===== config.mk =====
export PLATFORM = sky130hd
export DESIGN_NAME = sec_tick_timer
export DESIGN_NICKNAME = d
export VERILOG_FILES = /design/src/rtl/sec_tick_pkg.sv /design/src/rtl/sec_tick_prescaler.sv /design/src/rtl/sec_tick_ctrl.sv /design/src/rtl/sec_tick_timer.sv
export SDC_FILE = /design/constraint.sdc
export NUM_CORES = 1
export LEC_CHECK = 0
export ABC_AREA = 1
export ABC_CLOCK_PERIOD_IN_PS = 3150
export BUFFER_PORTS_ARGS = -buffer_cell sky130_fd_sc_hd__buf_2
export CAP_MARGIN = 10
export CORE_MARGIN = 2
export CORE_UTILIZATION = 57
export DETAILED_ROUTE_END_ITERATION = 16
export HOLD_SLACK_MARGIN = 0.12
export PLACE_DENSITY = 0.85
export SETUP_SLACK_MARGIN = 0.2
export SLEW_MARGIN = 20
export SYNTH_ARGS = -nofsm -noshare
export SYNTH_HDL_FRONTEND = slang
export SYNTH_SLANG_ARGS = --single-unit

===== constraint.sdc =====
create_clock -name clk -period 3.15 [get_ports clk]
set_input_delay 0 -clock clk [delete_from_list [all_inputs] [get_ports clk]]
set_output_delay 0 -clock clk [all_outputs]
set_load 0.005 [all_outputs]

===== src/rtl/sec_tick_pkg.sv =====
package sec_tick_pkg;

    localparam int REG_W      = 8;
    localparam int FLAG_POS   = 6;
    localparam int IRQ_EN_POS = 4;

    typedef logic [REG_W-1:0] reg_t;

endpackage


===== src/rtl/sec_tick_prescaler.sv =====
module sec_tick_prescaler #(
    parameter int CYCLES_PER_SEC = 32768
) (
    input  logic clk,
    input  logic rst_n,
    input  logic restart,
    output logic tick
);

    localparam int CNT_W = (CYCLES_PER_SEC > 1) ? $clog2(CYCLES_PER_SEC) : 1;
    localparam logic [CNT_W-1:0] LAST = CNT_W'(CYCLES_PER_SEC - 1);

    typedef struct packed {
        logic             running;
        logic [CNT_W-1:0] count;
    } state_t;

    state_t st_d, st_q;
    logic   at_last;

    always_comb begin
        st_d    = st_q;
        at_last = st_q.running && (st_q.count == LAST);
        tick    = at_last && !restart;
        if (restart) begin
            st_d.running = 1'b1;
            st_d.count   = '0;
        end else if (st_q.running) begin
            if (at_last) begin
                st_d.count = '0;
            end else begin
                st_d.count = st_q.count + CNT_W'(1);
            end
        end
    end

    always_ff @(posedge clk) begin
        if (!rst_n) begin
            st_q <= '0;
        end else begin
            st_q <= st_d;
        end
    end

    p_count_range_r3: assert property (@(posedge clk) disable iff (!rst_n)
        st_q.count <= LAST);

    p_restart_zero_r3: assert property (@(posedge clk) disable iff (!rst_n)
        restart |=> (st_q.running && st_q.count == '0));

    p_idle_count_r5: assert property (@(posedge clk) disable iff (!rst_n)
        !st_q.running |-> (st_q.count == '0));

endmodule


===== src/rtl/sec_tick_ctrl.sv =====
module sec_tick_ctrl
    import sec_tick_pkg::*;
(
    input  logic clk,
    input  logic rst_n,
    input  logic wr_en,
    input  reg_t wr_data,
    input  logic tick,
    output reg_t ctrl,
    output logic irq
);

    typedef struct packed {
        reg_t ctrl;
        logic irq;
    } state_t;

    state_t st_d, st_q;
    logic   ack;

    always_comb begin
        st_d = st_q;
        ack  = wr_en && st_q.ctrl[FLAG_POS] && !wr_data[FLAG_POS];
        if (wr_en) begin
            st_d.ctrl = wr_data;
            if (ack) begin
                st_d.irq = 1'b0;
            end
        end else if (tick) begin
            st_d.ctrl[FLAG_POS] = 1'b1;
            if (st_q.ctrl[IRQ_EN_POS]) begin
                st_d.irq = 1'b1;
            end
        end
    end

    always_ff @(posedge clk) begin
        if (!rst_n) begin
            st_q <= '0;
        end else begin
            st_q <= st_d;
        end
    end

    assign ctrl = st_q.ctrl;
    assign irq  = st_q.irq;

    p_tick_flag_r1: assert property (@(posedge clk) disable iff (!rst_n)
        tick |=> ctrl[FLAG_POS]);

    p_tick_irq_r2: assert property (@(posedge clk) disable iff (!rst_n)
        (tick && ctrl[IRQ_EN_POS]) |=> irq);

    p_ack_clears_r4: assert property (@(posedge clk) disable iff (!rst_n)
        (wr_en && ctrl[FLAG_POS] && !wr_data[FLAG_POS]) |=> !irq);

    p_write_stores_r6: assert property (@(posedge clk) disable iff (!rst_n)
        wr_en |=> (ctrl == $past(wr_data)));

    p_write_no_raise_r7: assert property (@(posedge clk) disable iff (!rst_n)
        (wr_en && !irq) |=> !irq);

    p_irq_holds_r8: assert property (@(posedge clk) disable iff (!rst_n)
        (irq && !(wr_en && ctrl[FLAG_POS] && !wr_data[FLAG_POS])) |=> irq);

endmodule


===== src/rtl/sec_tick_timer.sv =====
module sec_tick_timer
    import sec_tick_pkg::*;
#(
    parameter int CYCLES_PER_SEC = 32768
) (
    input  logic             clk,
    input  logic             rst_n,
    input  logic             wr_en,
    input  logic [REG_W-1:0] wr_data,
    output logic [REG_W-1:0] rd_data,
    output logic             irq
);

    logic tick;
    reg_t ctrl;

    sec_tick_prescaler #(
        .CYCLES_PER_SEC(CYCLES_PER_SEC)
    ) u_prescaler (
        .clk    (clk),
        .rst_n  (rst_n),
        .restart(wr_en),
        .tick   (tick)
    );

    sec_tick_ctrl u_ctrl (
        .clk    (clk),
        .rst_n  (rst_n),
        .wr_en  (wr_en),
        .wr_data(wr_data),
        .tick   (tick),
        .ctrl   (ctrl),
        .irq    (irq)
    );

    assign rd_data = ctrl;

    p_ack_port_r4: assert property (@(posedge clk) disable iff (!rst_n)
        (wr_en && rd_data[FLAG_POS] && !wr_data[FLAG_POS]) |=> !irq);

endmodule


==> results.py, run 1 <==
metrics = {
    "flow_run": {
        "drv_cap": 0,
    },
    "floorplan": {
        "ioPinCount": 20,
        "die_h_um": 48.6,
        "fp.coreArea_um2": 1920,
        "initial_core_util_pct": 58.9,
        "die_w_um": 48.6,
        "rows": 16,
        "die-area_um2": 2360,
    },
    "power": {
        "p_total_w": 0.000550,
        "vdd_drop_max_mv": 0.309,
        "cellPowerDensity_nw_per_um2": 371,
        "p_leak_nw": 0.627,
    },
    "sta": {
        "period_needed_ns": 2.25,
        "hold_violations": 0,
        "post-route-period-util_pct": 71.5,
        "rsz0062_at_grt": "false",
        "setup_slack_ns": 0.897,
        "max_freq_ghz": 0.444,
        "slew_headroom_pct": 81.4,
        "fin_worst_skew_ns": 0.0126,
        "worst_slew_pin_slew_ns": 0.277,
        "setup_viol_count_final": 0,
        "tns_ns": 0,
        "slew_violations": 0,
    },
    "synthesis": {
        "synth_compound_area_share_pct": 8.29,
        "synth-simple-area-share_pct": 35.0,
        "yosysWarningCount": 0,
        "synth_top_area_share_pct": 44.2,
        "synth.area.mux_share_pct": 0,
        "syn-cell-area_um2": 1130,
        "synth_area_leaders": "dfxtp_1 (44%), nor2_1 (14%), nand2_1 (9.0%)",
        "syn_inst": 158,
        "syn_nets": 170,
        "ys_ff_latch": 25,
        "synth_top_family_by_area": "simple AND/OR/NAND/NOR gates",
        "synthAdderAreaFrac_pct": 1.10,
        "synth_cell_type_count": 20,
        "yosysSeqAreaShare_pct": 44.2,
        "synth_area_per_cell_um2": 7.17,
        "synth-xor-area-share_pct": 5.41,
        "synth_largest_area_cell": "dfxtp_1",
    },
    "detailed_routing": {
        "first_iter_violations": 54,
        "wl_per_cell_um": 13.9,
        "drt_pass1_iterations": 7,
        "via_count": 1238,
        "viasPerCell": 5.45,
        "routed_wl_um": 3150,
        "drc": 0,
        "drtAntennaViolNets": 0,
    },
    "critical_path": {
        "critPathKind": "input pin to register",
        "r2r-start": "u_prescaler.st_q[0]",
        "cp-end-kind": "register",
        "start_kind": "input pin",
        "cpMostUsedCell": "dlygate4sd3_1",
        "worst_ep_arrival_time_ns": 2.50,
        "worstRegToRegCells": 6,
        "worstPathCellList": "dlygate4sd3_1, buf_2, clkinv_1, o21ai_0, dlygate4sd3_1, a21oi_1, dlygate4sd3_1",
        "cp_slowest_cell": "dlygate4sd3_1",
        "cp-startpoint": "wr_en",
        "crit_fanout": 11,
        "cpPeakStageDelay_ns": 0.57,
        "crit_end": "u_ctrl.ctrl[6]",
        "r2r_end": "u_ctrl.ctrl[6]",
        "r2r_slack_ns": 1.26,
        "required_ns": 3.40,
    },
    "cts": {
        "root_buffer": "clkbuf_4",
        "htreeDepth": 1,
        "clkTransAtPathRegs_ns": 0.15,
        "clock_latency_ns": 0.34,
        "cts_buffers": 3,
        "clockBufferDepth": 2,
        "numClockSinks": 25,
        "cts_tree": "done",
    },
    "placed_design": {
        "globalplace.congestion": 0.828,
        "place_worst_setup_slack_ns": 1.82,
        "place_area_um2": 1250,
        "dp_hpwl_um": 1830,
        "port_buffers": 19,
    },
    "global_route": {
        "grt_antenna_before_repair": 0,
        "grt_usage_pct": 28.8,
        "grt-ovfl-total": 0,
        "grt_max_degree": 15,
        "grt_pass1_wl_um": 5200,
        "grt_pass1_vias": 1142,
    },
    "final_layout": {
        "num_antenna_cells": 0,
        "syn2layout_area_growth_pct": 30.8,
        "postLayoutCellArea_um2": 1480,
        "post-route-util_pct": 77.1,
        "final_nets": 213,
        "drive_gt1_share_pct": 18.5,
    },
    "min_path": {
        "hp-class": "register to register",
        "hold_start": "u_prescaler.st_q[1]",
    },
    "status": {
        "outcome": "finished clean",
    },
}
kinds of logic after synthesis:
| group | count (synthesis) |
|---|---|
| AND/OR/NAND/NOR | 90 |
| flip-flops | 25 |
| AO/OA/AOI/OAI | 18 |
| buffers and inverters | 17 |
| XOR/XNOR | 7 |
| adder cells (fa/ha/maj) | 1 |
repair_timing:
item	4_1_cts	5_1_grt
hold endpoints to repair	11	0
setup buffers	0	0
gates resized for setup	0	0
endpoints found under the setup margin	0	0
hold buffers	20	0
flip-flops by register name, summed over array words and instances, names as in the netlist:
signal	count
u_prescaler.st_q	16
u_ctrl.ctrl	8
u_ctrl.irq	1
area by class of cell:
cell class,instances,area [um2]
clock buffers,3,22.5
flip-flops and latches,25,500
clock inverters,1,5.00
repair buffers,39,295
fillers,136,440
inverters,16,60.1
multi-input cells,116,564
well taps,27,33.8
Yosys cell counts:
cell type  instances
inv_2              2
ha_1               1
nand2_2            5
nand3_1            8
nand4_1            2
nor2_2             2
buf_4              1
nor3_1             1
clkinv_1           1
xnor2_1            2
dfxtp_1           25
a21oi_2            1
o21ai_0           12
a21oi_1            5
or2_2              1
inv_1             13
nor2_4             3
nor2_1            41
nand2_1           27
xor2_1             5
worst min-delay path by stage:
stage,to,slack [ns],depth (start not counted)
floorplan,u_ctrl.ctrl[1],0.13,2
global placement,u_ctrl.ctrl[7],0.22,3
detailed placement,u_ctrl.ctrl[3],0.23,3
CTS,u_prescaler.st_q[1],0.53,2
global route,u_prescaler.st_q[0],0.58,2
finish,u_prescaler.st_q[1],0.54,2
layout by cell type (no fill, tap or decap), types with 3 or more instances in the layout:
cell           count
nor2_1            41
nand2_1           27
dfxtp_1           25
dlygate4sd3_1     20
buf_2             19
inv_1             13
o21ai_0           12
nand3_1            8
nand2_2            5
a21oi_1            5
xor2_1             5
nor2_4             3
clkbuf_4           3
routing by layer:
| metal | share of wire (%) | wire [um] | vias to the layer above | track usage (%) |
|---|---|---|---|---|
| met1 | 39 | 1220 | 567 | 32.9 |
| met2 | 50 | 1580 | 68 | 54.2 |
| li1 | - | - | 577 | - |
| met3 | 5.3 | 167 | 26 | 3.70 |
| met4 | 5.8 | 184 | 0 | 11.0 |
| met5 | 0 | 0 | - | 0 |
stage by stage:
stage	hold WS, ns	instances
after global routing	0.582	227
final	0.539	227
after floorplan	0.135	158
after global placement	0.225	203
after CTS	0.532	227
after detailed placement	0.233	203
worst max-delay path: cells and delay by family:
family,cells,cell delay [ns]
buffers and inverters,5,2.21
AO/OA/AOI/OAI,2,0.28
power breakdown:
group	total [W]	switching, W	internal [W]
Sequential	0.000331	0.00000630	0.000325
Clock	0.000154	0.000107	0.0000478
Combinational	0.0000642	0.0000301	0.0000341
Total	0.000550	0.000143	0.000407
(Power assumes the default switching activity.)
==> run 2: changes to the inputs <==
--- a/config.mk
+++ b/config.mk
@@ -6,14 +6,15 @@
 export NUM_CORES = 1
 export LEC_CHECK = 0
 export ABC_AREA = 1
-export ABC_CLOCK_PERIOD_IN_PS = 3150
+export ABC_CLOCK_PERIOD_IN_PS = 1970
 export BUFFER_PORTS_ARGS = -buffer_cell sky130_fd_sc_hd__buf_2
 export CAP_MARGIN = 10
+export CORE_ASPECT_RATIO = 0.6
 export CORE_MARGIN = 2
-export CORE_UTILIZATION = 57
+export CORE_UTILIZATION = 48
 export DETAILED_ROUTE_END_ITERATION = 16
 export HOLD_SLACK_MARGIN = 0.12
-export PLACE_DENSITY = 0.85
+export PLACE_DENSITY = 0.77
 export SETUP_SLACK_MARGIN = 0.2
 export SLEW_MARGIN = 20
 export SYNTH_ARGS = -nofsm -noshare
==> constraint.sdc (replaced) <==
create_clock -name clk -period 1.97 [get_ports clk]
set_input_delay 0 -clock clk [delete_from_list [all_inputs] [get_ports clk]]
set_output_delay 0 -clock clk [all_outputs]
set_load 0.005 [all_outputs]
==> results.py, run 2 (same netlist as run 1, synthesis figures left out) <==
metrics = {
    "cts": {
        "root_buffer": "clkbuf_8",
        "clock_latency_ns": 0.28,
        "cts_buffers": 3,
        "htreeDepth": 1,
        "clockBufferDepth": 2,
        "cts_tree": "done",
        "cts_resized": 0,
        "clkTransAtPathRegs_ns": 0.09,
        "numClockSinks": 25,
    },
    "placed_design": {
        "dp_hpwl_um": 2010,
        "place_inst": 206,
        "globalplace.congestion": 0.797,
        "port_buffers": 19,
    },
    "critical_path": {
        "cp-end-kind": "register",
        "critPathKind": "input pin to register",
        "start_kind": "input pin",
        "worst_ep_arrival_time_ns": 1.97,
        "r2r_slack_ns": 0.52,
        "required_ns": 2.19,
        "crit_fanout": 1,
    },
    "global_route": {
        "grt-ovfl-total": 0,
        "grt_pass1_vias": 1064,
        "grt_pass1_wl_um": 5040,
        "grt_max_degree": 15,
        "grt_antenna_before_repair": 0,
        "grt_usage_pct": 24.6,
    },
    "final_layout": {
        "final_cell_mix": "nor2_1 (41), nand2_1 (27), dfxtp_1 (25)",
        "top_register": "u_prescaler.st_q",
        "num_antenna_cells": 0,
        "fill_cells": 184,
        "largest_register_ffs": 16,
        "syn2layout_area_growth_pct": 31.9,
        "final_nets": 212,
        "final_cells": 229,
        "post-route-util_pct": 68.0,
        "multi_input_area_um2": 564,
        "final-seq-area_um2": 500,
        "mostFrequentLayoutCell": "nor2_1",
        "drive_gt1_share_pct": 18.6,
    },
    "sta": {
        "worst_slew_pin_slew_ns": 0.277,
        "period_needed_ns": 1.75,
        "post-route-period-util_pct": 88.9,
        "max_freq_ghz": 0.571,
        "fin_worst_skew_ns": 0.00640,
        "finalHoldWorstSlack_ns": 0.212,
        "tns_ns": 0,
        "slew_headroom_pct": 81.4,
        "rsz0062_at_grt": "false",
        "slew_violations": 0,
        "setup_viol_count_final": 0,
        "hold_violations": 0,
    },
    "detailed_routing": {
        "viasPerCell": 4.99,
        "drc": 0,
        "first_iter_violations": 47,
        "drtAntennaViolNets": 0,
        "drt_pass1_iterations": 4,
        "via_count": 1143,
        "wl_per_cell_um": 13.7,
        "routed_wl_um": 3150,
    },
    "floorplan": {
        "fp.coreArea_um2": 2200,
        "ioPinCount": 20,
        "rows": 13,
        "die_w_um": 66.7,
        "initial_core_util_pct": 51.6,
        "die-area_um2": 2780,
        "die_h_um": 41.6,
    },
    "power": {
        "vdd_drop_max_mv": 0.502,
        "p_leak_nw": 0.629,
        "cellPowerDensity_nw_per_um2": 629,
    },
    "flow_run": {
        "drv_cap": 0,
    },
    "status": {
        "outcome": "finished clean",
    },
    "min_path": {
        "hp-class": "input pin to register",
    },
}
==> run 2: where the power goes <==
| part | internal, W | leakage (nW) | switching (W) |
|---|---|---|---|
| clock network | 0.000142 | 0.0255 | 0.000169 |
| logic | 0.0000527 | 0.400 | 0.0000474 |
| registers | 0.000519 | 0.204 | 0.00000975 |
| total | 0.000713 | 0.629 | 0.000226 |
==> run 2: worst paths after layout <==
| check | from | endpoint | cells past startpoint |
|---|---|---|---|
| worst max register to register | u_prescaler.st_q[0] | u_prescaler.st_q[0] | 6 |
| worst max-delay path | wr_data[4] | u_ctrl.ctrl[4] | 6 |
| worst min-delay path | wr_en | u_prescaler.st_q[0] | 4 |
| worst min register to register | u_prescaler.st_q[14] | u_prescaler.st_q[14] | 2 |
==> run 2: routing by layer <==
metal	share of wire [%]	global-route usage [%]
met1	47	33.4
met2	49	40.8
met3	3.2	5.69
met4	0.51	3.67
met5	0	0
==> run 2: per-stage QoR <==
| step | area [um2] | setup slack (ns) | power [W] |
|---|---|---|---|
| global placement | 1260 | 0.658 | 0.000598 |
| finish | 1490 | 0.219 | 0.000940 |
| global route | 1490 | 0.207 | 0.000973 |
| CTS | 1490 | 0.297 | 0.000932 |
| floorplan | 1130 | 0.829 | 0.000570 |
| detailed placement | 1260 | 0.577 | 0.000602 |
==> run 2: layout make-up <==
cell class | instances | share of cell area (%)
clock buffers | 3 | 2.76
clock inverters | 1 | 0.335
inverters | 16 | 4.02
multi-input cells | 116 | 37.8
flip-flops and latches | 25 | 33.5
well taps | 30 | 2.51
repair buffers | 38 | 19.1
==> run 2: repair_timing <==
item                                   4_1_cts  5_1_grt
hold buffers                                19        0
setup buffers                                0        0
endpoints found under the hold margin       10        0
==> run 2: critical path, cell delays in order <==
cell           delay [ns]
dlygate4sd3_1        0.55
buf_2                0.11
nand2_1              0.04
dlygate4sd3_1        0.56
a21oi_1              0.16
dlygate4sd3_1        0.56
